===== config.mk =====
export PLATFORM = sky130hd
export DESIGN_NAME = refresh_scheduler
export DESIGN_NICKNAME = d
export VERILOG_FILES = /design/src/rtl/refresh_pkg.sv /design/src/rtl/refresh_pf_sync.sv /design/src/rtl/refresh_interval_timer.sv /design/src/rtl/refresh_row_tracker.sv /design/src/rtl/refresh_scheduler.sv
export SDC_FILE = /design/constraint.sdc
export NUM_CORES = 1
export LEC_CHECK = 0
export ABC_AREA = 1
export ABC_CLOCK_PERIOD_IN_PS = 3050
export BUFFER_PORTS_ARGS = -buffer_cell sky130_fd_sc_hd__buf_2
export CAP_MARGIN = 15
export CORE_UTILIZATION = 50
export DETAILED_ROUTE_END_ITERATION = 6
export GPL_ROUTABILITY_DRIVEN = 0
export HOLD_SLACK_MARGIN = 0.03
export PLACE_DENSITY = 0.73
export SLEW_MARGIN = 20
export SYNTH_ARGS = -nofsm -noshare
export SYNTH_HDL_FRONTEND = slang
export SYNTH_SLANG_ARGS = --single-unit
export TNS_END_PERCENT = 5

===== constraint.sdc =====
create_clock -name clk -period 3.05 [get_ports clk]
set_clock_uncertainty 0.2 [all_clocks]
set_input_delay 0.4575 -clock clk [delete_from_list [all_inputs] [get_ports clk]]
set_output_delay 0.4575 -clock clk [all_outputs]
set_load 0.02 [all_outputs]

===== src/rtl/refresh_pkg.sv =====
package refresh_pkg;
  typedef enum logic {SRC_BUS = 1'b0, SRC_BKUP = 1'b1} clk_src_e;

  function automatic int unsigned row_last(input logic dense, input int unsigned small_rows,
                                           input int unsigned large_rows);
    return dense ? (large_rows - 1) : (small_rows - 1);
  endfunction
endpackage


===== src/rtl/refresh_pf_sync.sv =====
module refresh_pf_sync #(
  parameter int unsigned STAGES = 2
) (
  input  logic clk,
  input  logic rst_n,
  input  logic async_in,
  output logic sync_out
);
  logic [STAGES-1:0] chain;

  always_ff @(posedge clk or negedge rst_n) begin
    if (!rst_n) chain <= '0;
    else        chain <= {chain[STAGES-2:0], async_in};
  end

  assign sync_out = chain[STAGES-1];
endmodule


===== src/rtl/refresh_interval_timer.sv =====
module refresh_interval_timer
  import refresh_pkg::*;
#(
  parameter int unsigned TERM_CYC = 300,
  parameter int unsigned BKUP_DIV = 2
) (
  input  logic     clk,
  input  logic     rst_n,
  input  clk_src_e src,
  output logic     tick
);
  localparam int unsigned MAXC  = (TERM_CYC > BKUP_DIV) ? TERM_CYC : BKUP_DIV;
  localparam int unsigned CNT_W = $clog2(MAXC);

  clk_src_e         src_q;
  logic [CNT_W-1:0] cnt;
  logic [CNT_W-1:0] last;
  logic             switched;

  assign last     = (src == SRC_BKUP) ? CNT_W'(BKUP_DIV - 1) : CNT_W'(TERM_CYC - 1);
  assign switched = (src != src_q);
  assign tick     = !switched && (cnt == last);

  always_ff @(posedge clk or negedge rst_n) begin
    if (!rst_n) begin
      src_q <= SRC_BUS;
      cnt   <= '0;
    end else begin
      src_q <= src;
      if (switched || tick) cnt <= '0;
      else                  cnt <= cnt + 1'b1;
    end
  end
endmodule


===== src/rtl/refresh_row_tracker.sv =====
module refresh_row_tracker
  import refresh_pkg::*;
#(
  parameter int unsigned ROW_W      = 9,
  parameter int unsigned SMALL_ROWS = 256,
  parameter int unsigned LARGE_ROWS = 512,
  parameter int unsigned MAX_HELD   = 2
) (
  input  logic             clk,
  input  logic             rst_n,
  input  logic             tick,
  input  logic             dense,
  input  logic             ready,
  output logic             valid,
  output logic [ROW_W-1:0] row
);
  localparam int unsigned HW = $clog2(MAX_HELD + 2);

  logic [HW-1:0]    held;
  logic [HW-1:0]    held_sum;
  logic             fire;
  logic [ROW_W-1:0] lim;

  assign valid    = (held != '0);
  assign fire     = valid && ready;
  assign held_sum = held - HW'(fire) + HW'(tick);
  assign lim      = ROW_W'(row_last(dense, SMALL_ROWS, LARGE_ROWS));

  always_ff @(posedge clk or negedge rst_n) begin
    if (!rst_n) begin
      held <= '0;
      row  <= '0;
    end else begin
      held <= (held_sum > HW'(MAX_HELD)) ? HW'(MAX_HELD) : held_sum;
      if (fire) row <= (row >= lim) ? '0 : row + 1'b1;
    end
  end
endmodule


===== src/rtl/refresh_scheduler.sv =====
module refresh_scheduler
  import refresh_pkg::*;
#(
  parameter int unsigned TERM_CYC    = 300,
  parameter int unsigned BKUP_DIV    = 2,
  parameter int unsigned SYNC_STAGES = 2,
  parameter int unsigned SMALL_ROWS  = 256,
  parameter int unsigned LARGE_ROWS  = 512,
  parameter int unsigned ROW_W       = $clog2(LARGE_ROWS)
) (
  input  logic             clk,
  input  logic             rst_n,
  input  logic             power_fail,
  input  logic             density,
  input  logic             req_ready,
  output logic             req_valid,
  output logic [ROW_W-1:0] req_row,
  output logic             on_backup
);
  logic     pf_s;
  logic     tick;
  clk_src_e src;

  refresh_pf_sync #(.STAGES(SYNC_STAGES)) u_sync (
    .clk(clk), .rst_n(rst_n), .async_in(power_fail), .sync_out(pf_s)
  );

  assign src       = pf_s ? SRC_BKUP : SRC_BUS;
  assign on_backup = (src == SRC_BKUP);

  refresh_interval_timer #(.TERM_CYC(TERM_CYC), .BKUP_DIV(BKUP_DIV)) u_timer (
    .clk(clk), .rst_n(rst_n), .src(src), .tick(tick)
  );

  refresh_row_tracker #(
    .ROW_W(ROW_W), .SMALL_ROWS(SMALL_ROWS), .LARGE_ROWS(LARGE_ROWS), .MAX_HELD(2)
  ) u_rows (
    .clk(clk), .rst_n(rst_n), .tick(tick), .dense(density), .ready(req_ready),
    .valid(req_valid), .row(req_row)
  );
endmodule


Word level (Yosys, flattened, before mapping)
Index checks and enable logic that the tools add are counted.
{"block": "classes", "div": 0, "eq_ne": 2, "reduce_logical": 5, "shifts": 0, "magnitude_cmp": 2, "n_mul": 0, "mux": 6, "addsub": 4, "bitwise": 0}
{"op": "2-to-1 mux 9 bit", "count": 4}
{"op": "adder 9 x 1 -> 9 bit (second input constant)", "count": 2}
{"op": "== test 9 bit", "count": 1}
{"op": ">= comparator 9 bit", "count": 1}
{"op": "adder 2 x 1 -> 2 bit", "count": 1}
{"op": "> comparator 2 bit (second input constant)", "count": 1}
{"op": "logical AND 1 bit", "count": 2}
{"op": "2-to-1 mux 2 bit", "count": 1}
{"op": "nonzero test 2 bit", "count": 1}
{"op": "subtractor 2 x 1 -> 2 bit", "count": 1}
{"op": "logical NOT 1 bit", "count": 1}
{"op": "logical OR 1 bit", "count": 1}
{"op": "2-to-1 mux 1 bit", "count": 1}
{"op": "!= test 1 bit", "count": 1}
{"block": "word_totals", "mem_count": 0, "mem_bits_ro": 0, "ram_bits": 0, "word_cells": 24, "regBits": 23, "inputBits": 5, "output_inout_bits": 11, "latchBits": 0}

Depth between registers and ports, before layout
{"block": "logic_depth", "ltp_word": 7, "mapped_depth": 9, "mapped_depth_nobuf": 9}

Modules after synthesis
A second synthesis with hierarchy kept.
{"block": "unflattened", "hier_cells": 164, "hier_area_um2": 1366.3}
{"mod": "refresh_row_tracker", "n_inst": 1, "cells_per_inst": 91, "seq_area_each_um2": 275.3, "area_per_inst_um2": 768.2}
{"mod": "refresh_interval_timer", "n_inst": 1, "cells_per_inst": 71, "seq_area_each_um2": 250.2, "area_per_inst_um2": 548.0}
{"mod": "refresh_pf_sync", "n_inst": 1, "cells_per_inst": 2, "seq_area_each_um2": 50.0, "area_per_inst_um2": 50.0}

Worst setup path before layout
Ideal clock, no wire load.
{"block": "synth_timing", "path_kind": "register to register", "from": "register u_sync.chain[1]", "to": "register u_rows.held[0]", "required_ns": 2.728, "synth_period_minus_slack_ns": 1.838, "slack_ns": 1.212, "n_path_buf": 0, "arrival_time_ns": 1.516, "stages_incl_launch_ff": 8, "setup_ns": 0.122, "cell_sequence": "dfrtp_1 xnor2_1 nand4_1 ha_1 inv_1 ha_1 xnor2_1 nor2_1"}
{"block": "synth_via", "elab_chain_len": 7, "elab_cells_between_ends": 9}
{"element": "start: declaration", "line_no": "refresh_pf_sync.sv:9", "source": "logic [STAGES-1:0] chain;"}
{"element": "start signal: assignment", "line_no": "refresh_pf_sync.sv:13", "source": "else chain <= {chain[STAGES-2:0], async_in};"}
{"element": "2-to-1 mux 1 bit *", "line_no": "refresh_scheduler.sv:28", "source": "assign src = pf_s ? SRC_BKUP : SRC_BUS;"}
{"element": "2-to-1 mux 9 bit / != test 1 bit (equally long branches)", "line_no": "refresh_interval_timer.sv:20, refresh_interval_timer.sv:21"}
{"element": "== test 9 bit / logical NOT 1 bit (equally long branches)", "line_no": "refresh_interval_timer.sv:22", "source": "assign tick = !switched && (cnt == last);"}
{"element": "logical AND 1 bit *", "line_no": "refresh_interval_timer.sv:22"}
{"element": "adder 2 x 1 -> 2 bit *", "line_no": "refresh_row_tracker.sv:26", "source": "assign held_sum = held - HW'(fire) + HW'(tick);"}
{"element": "> comparator 2 bit", "line_no": "refresh_row_tracker.sv:34", "source": "held <= (held_sum > HW'(MAX_HELD)) ? HW'(MAX_HELD) : held_sum;"}
{"element": "2-to-1 mux 2 bit *", "line_no": "refresh_row_tracker.sv:34"}
{"element": "end signal: assignment", "line_no": "refresh_row_tracker.sv:34"}
{"element": "end: declaration", "line_no": "refresh_row_tracker.sv:19", "source": "logic [HW-1:0] held;"}
Every way passes the cells marked *; elsewhere a longest branch is shown, timed or not.
A chain may end at the register's enable or synchronous reset.

Worst setup path in the final report
{"block": "layout_timing", "from": "register u_timer.cnt[4]", "to": "register u_rows.held[0]"}
{"block": "layout_via", "elab_chain_len": 5}
{"element": "start: declaration", "line_no": "refresh_interval_timer.sv:16", "source": "logic [CNT_W-1:0] cnt;"}
{"element": "start signal: assignment", "line_no": "refresh_interval_timer.sv:31", "source": "else cnt <= cnt + 1'b1;"}
{"element": "== test 9 bit *", "line_no": "refresh_interval_timer.sv:22"}
{"element": "logical AND 1 bit *", "line_no": "refresh_interval_timer.sv:22"}
{"element": "adder 2 x 1 -> 2 bit *", "line_no": "refresh_row_tracker.sv:26"}
{"element": "> comparator 2 bit", "line_no": "refresh_row_tracker.sv:34"}
{"element": "2-to-1 mux 2 bit *", "line_no": "refresh_row_tracker.sv:34"}
Marked as above.

==> results.yml <==
global_routing:
  grt.total_usage_pct: 20.60
  overflow: 0
  antenna_found_initial: 0
  grt_pass1_vias: 991
  grt_pass1_wl_um: 4133
  grt_max_degree: 24
sta:
  layout_setup_ws_ns: 1.050
  period_share_pct: 65.58
  rsz0062_at_grt: "false"
  hold_slack_ns: 0.05237
  fmax_mhz: 500.0
  tightest_slew_ns: 0.5176
  fin_tns_setup_ns: 0
  hold_viol_final: 0
  finalSetupViolations: 0
  min_period_ns: 2.000
  slew_viol_final: 0
  slew_headroom_pct: 65.49
cells_and_area:
  regArea_um2: 575.6
  final_common_cell: "nand2_1"
  multiInputGateArea_um2: 608.1
  drive_gt1_share_pct: 18.99
  final_cell_count_no_fill: 209
  fin_util_pct: 58.61
  nFillCells: 219
  final_nets: 190
  diodes: 0
  syn2layout_area_growth_pct: 11.54
  final_cell_mix: "nand2_1 (36), inv_1 (26), dfrtp_1 (23)"
place:
  port_buffers: 15
  pre_cts_ws_ns: 1.051
  place_inst: 204
  hpwl_um: 1857
synthesis:
  synth_top_cell_area_share_pct: 44.62
  synth_seq_cells: 23
  synth_area_leaders: "dfrtp_1 (45%), nand2_1 (10%), inv_1 (7.6%)"
  synth_top_cell_by_area: "dfrtp_1"
  ys_seq_area_share_pct: 44.62
  synth_area_um2: 1290
  synth.avg_cell_area_um2: 8.113
  synth_fp_nets: 169
  synth_warnings: 0
  synth.distinct_cells: 23
  synthCells: 159
detailed_routing:
  wl_met2_um: 1217
  dr_wl_met3_um: 77
  dr.pass1.iters: 4
  vias_per_cell: 5.024
  post_drt_wl_per_cell_um: 11.34
  vias: 1050
  first_iter_violations: 21
  highest_layer: "met4"
  ant_nets: 0
  routed_wl_um: 2371
  drc: 0
  met1_length_um: 1062
clock_tree:
  clk_path_buf_depth: 2
  cts.repair.resized: 0
  hold_buffers: 1
  insertion_delay_ns: 0.30
  cts_root_buf: "clkbuf_4"
  numCtsBuffers: 3
  cts_tree: "built"
  clkTransAtPathRegs_ns: 0.12
  post_cts_buffers: 0
  cts_max_level: 1
  clock-sinks: 23
die:
  rows: 18
  start_util_pct: 52.55
  io_pins: 16
  die_area_um2: 2787
  coreArea_um2: 2455
  die_x_um: 52.80
  die_y_um: 52.80
hold_path:
  hold_class: "input port to register"
setup_path:
  arrival_ns: 2.00
  end_kind: "register"
  start_kind: "register"
  required_ns: 3.05
  crit_path_max_fanout: 6
  worstSetupPathType: "register to register"
pwr:
  cellPowerDensity_nw_per_um2: 635.0
  ir_drop_mv: 0.6173
  p_leak_nw: 0.7540
status:
  outcome: "completed"
run:
  cap_violations: 0
metal layers:
metal / GRT usage [%] / up-vias
li1: - / 532
met1: 25.91 / 492
met2: 34.18 / 24
met3: 4.058 / 2
met4: 8.333 / 0
met5: 0 / -
critical path, cell delays in order, from the launching register on:
cell     delay, ns
dfrtp_1       0.44
inv_1         0.10
nand3_1       0.08
nor2_1        0.14
nand4_1       0.14
ha_1          0.31
inv_1         0.04
ha_1          0.17
xnor2_1       0.21
nor2_1        0.06
report_power, final:
group / switching [W] / internal [W]
sequential: 0.0000724 / 0.000362
clock: 0.0000864 / 0.0000509
combinational: 0.000215 / 0.000127
total: 0.000374 / 0.000540
area by class of cell:
type | instances | area share, %
repair buffers | 16 | 5.913
inverters | 28 | 7.391
well taps | 30 | 2.609
flip-flops and latches | 23 | 40.00
multi-input cells | 108 | 42.26
clock buffers | 4 | 1.826
registers in the layout, indices dropped and copies added (netlist names):
signal / flops
u_rows.held: 2
u_timer.cnt: 9
u_timer.src_q: 1
u_sync.chain: 2
u_rows.row: 9
path summary, 6_finish.rpt:
kind	depth (start not counted)	slack [ns]	endpoint	from
setup / recovery	9	1.05	u_rows.held[0]	u_timer.cnt[4]
hold / removal	1	0.05	u_sync.chain[0]	power_fail
setup reg to reg	9	1.05	u_rows.held[0]	u_timer.cnt[4]
hold reg to reg	0	0.17	u_sync.chain[1]	u_sync.chain[0]
max in group asynchronous	2	1.85	u_timer.cnt[3]	rst_n
min in group asynchronous	2	0.45	u_rows.row[3]	rst_n
synth_stat cells (all sizes together):
library cell / count
nor2: 25
xnor2: 4
nand4: 6
nand3b: 1
nand3: 11
clkinv: 1
o21ai: 4
inv: 27
o21bai: 2
dfrtp: 23
xor2: 5
a21oi: 1
nor3: 1
nand2: 42
or2: 1
ha: 5
kinds of logic (layout without fill, tap and decap cells):
kind of cell	Yosys count	after routing	synth area share (%)
AND/OR/NAND/NOR	87	87	32.49
adder cells (fa/ha/maj)	5	5	4.850
AO/OA/AOI/OAI	7	7	3.685
buffers and inverters	28	48	8.243
XOR/XNOR	9	9	6.110
flip-flops	23	23	44.62
through the flow:
step | cell area (um^2) | power (W)
2_1_floorplan | 1290 | 0.0006823
3_3_place_gp | 1403 | 0.0007631
3_5_place_dp | 1403 | 0.0007839
4_1_cts | 1439 | 0.0009247
5_1_grt | 1439 | 0.0009869
6_report | 1439 | 0.0009137
(Power assumes the default switching activity.)
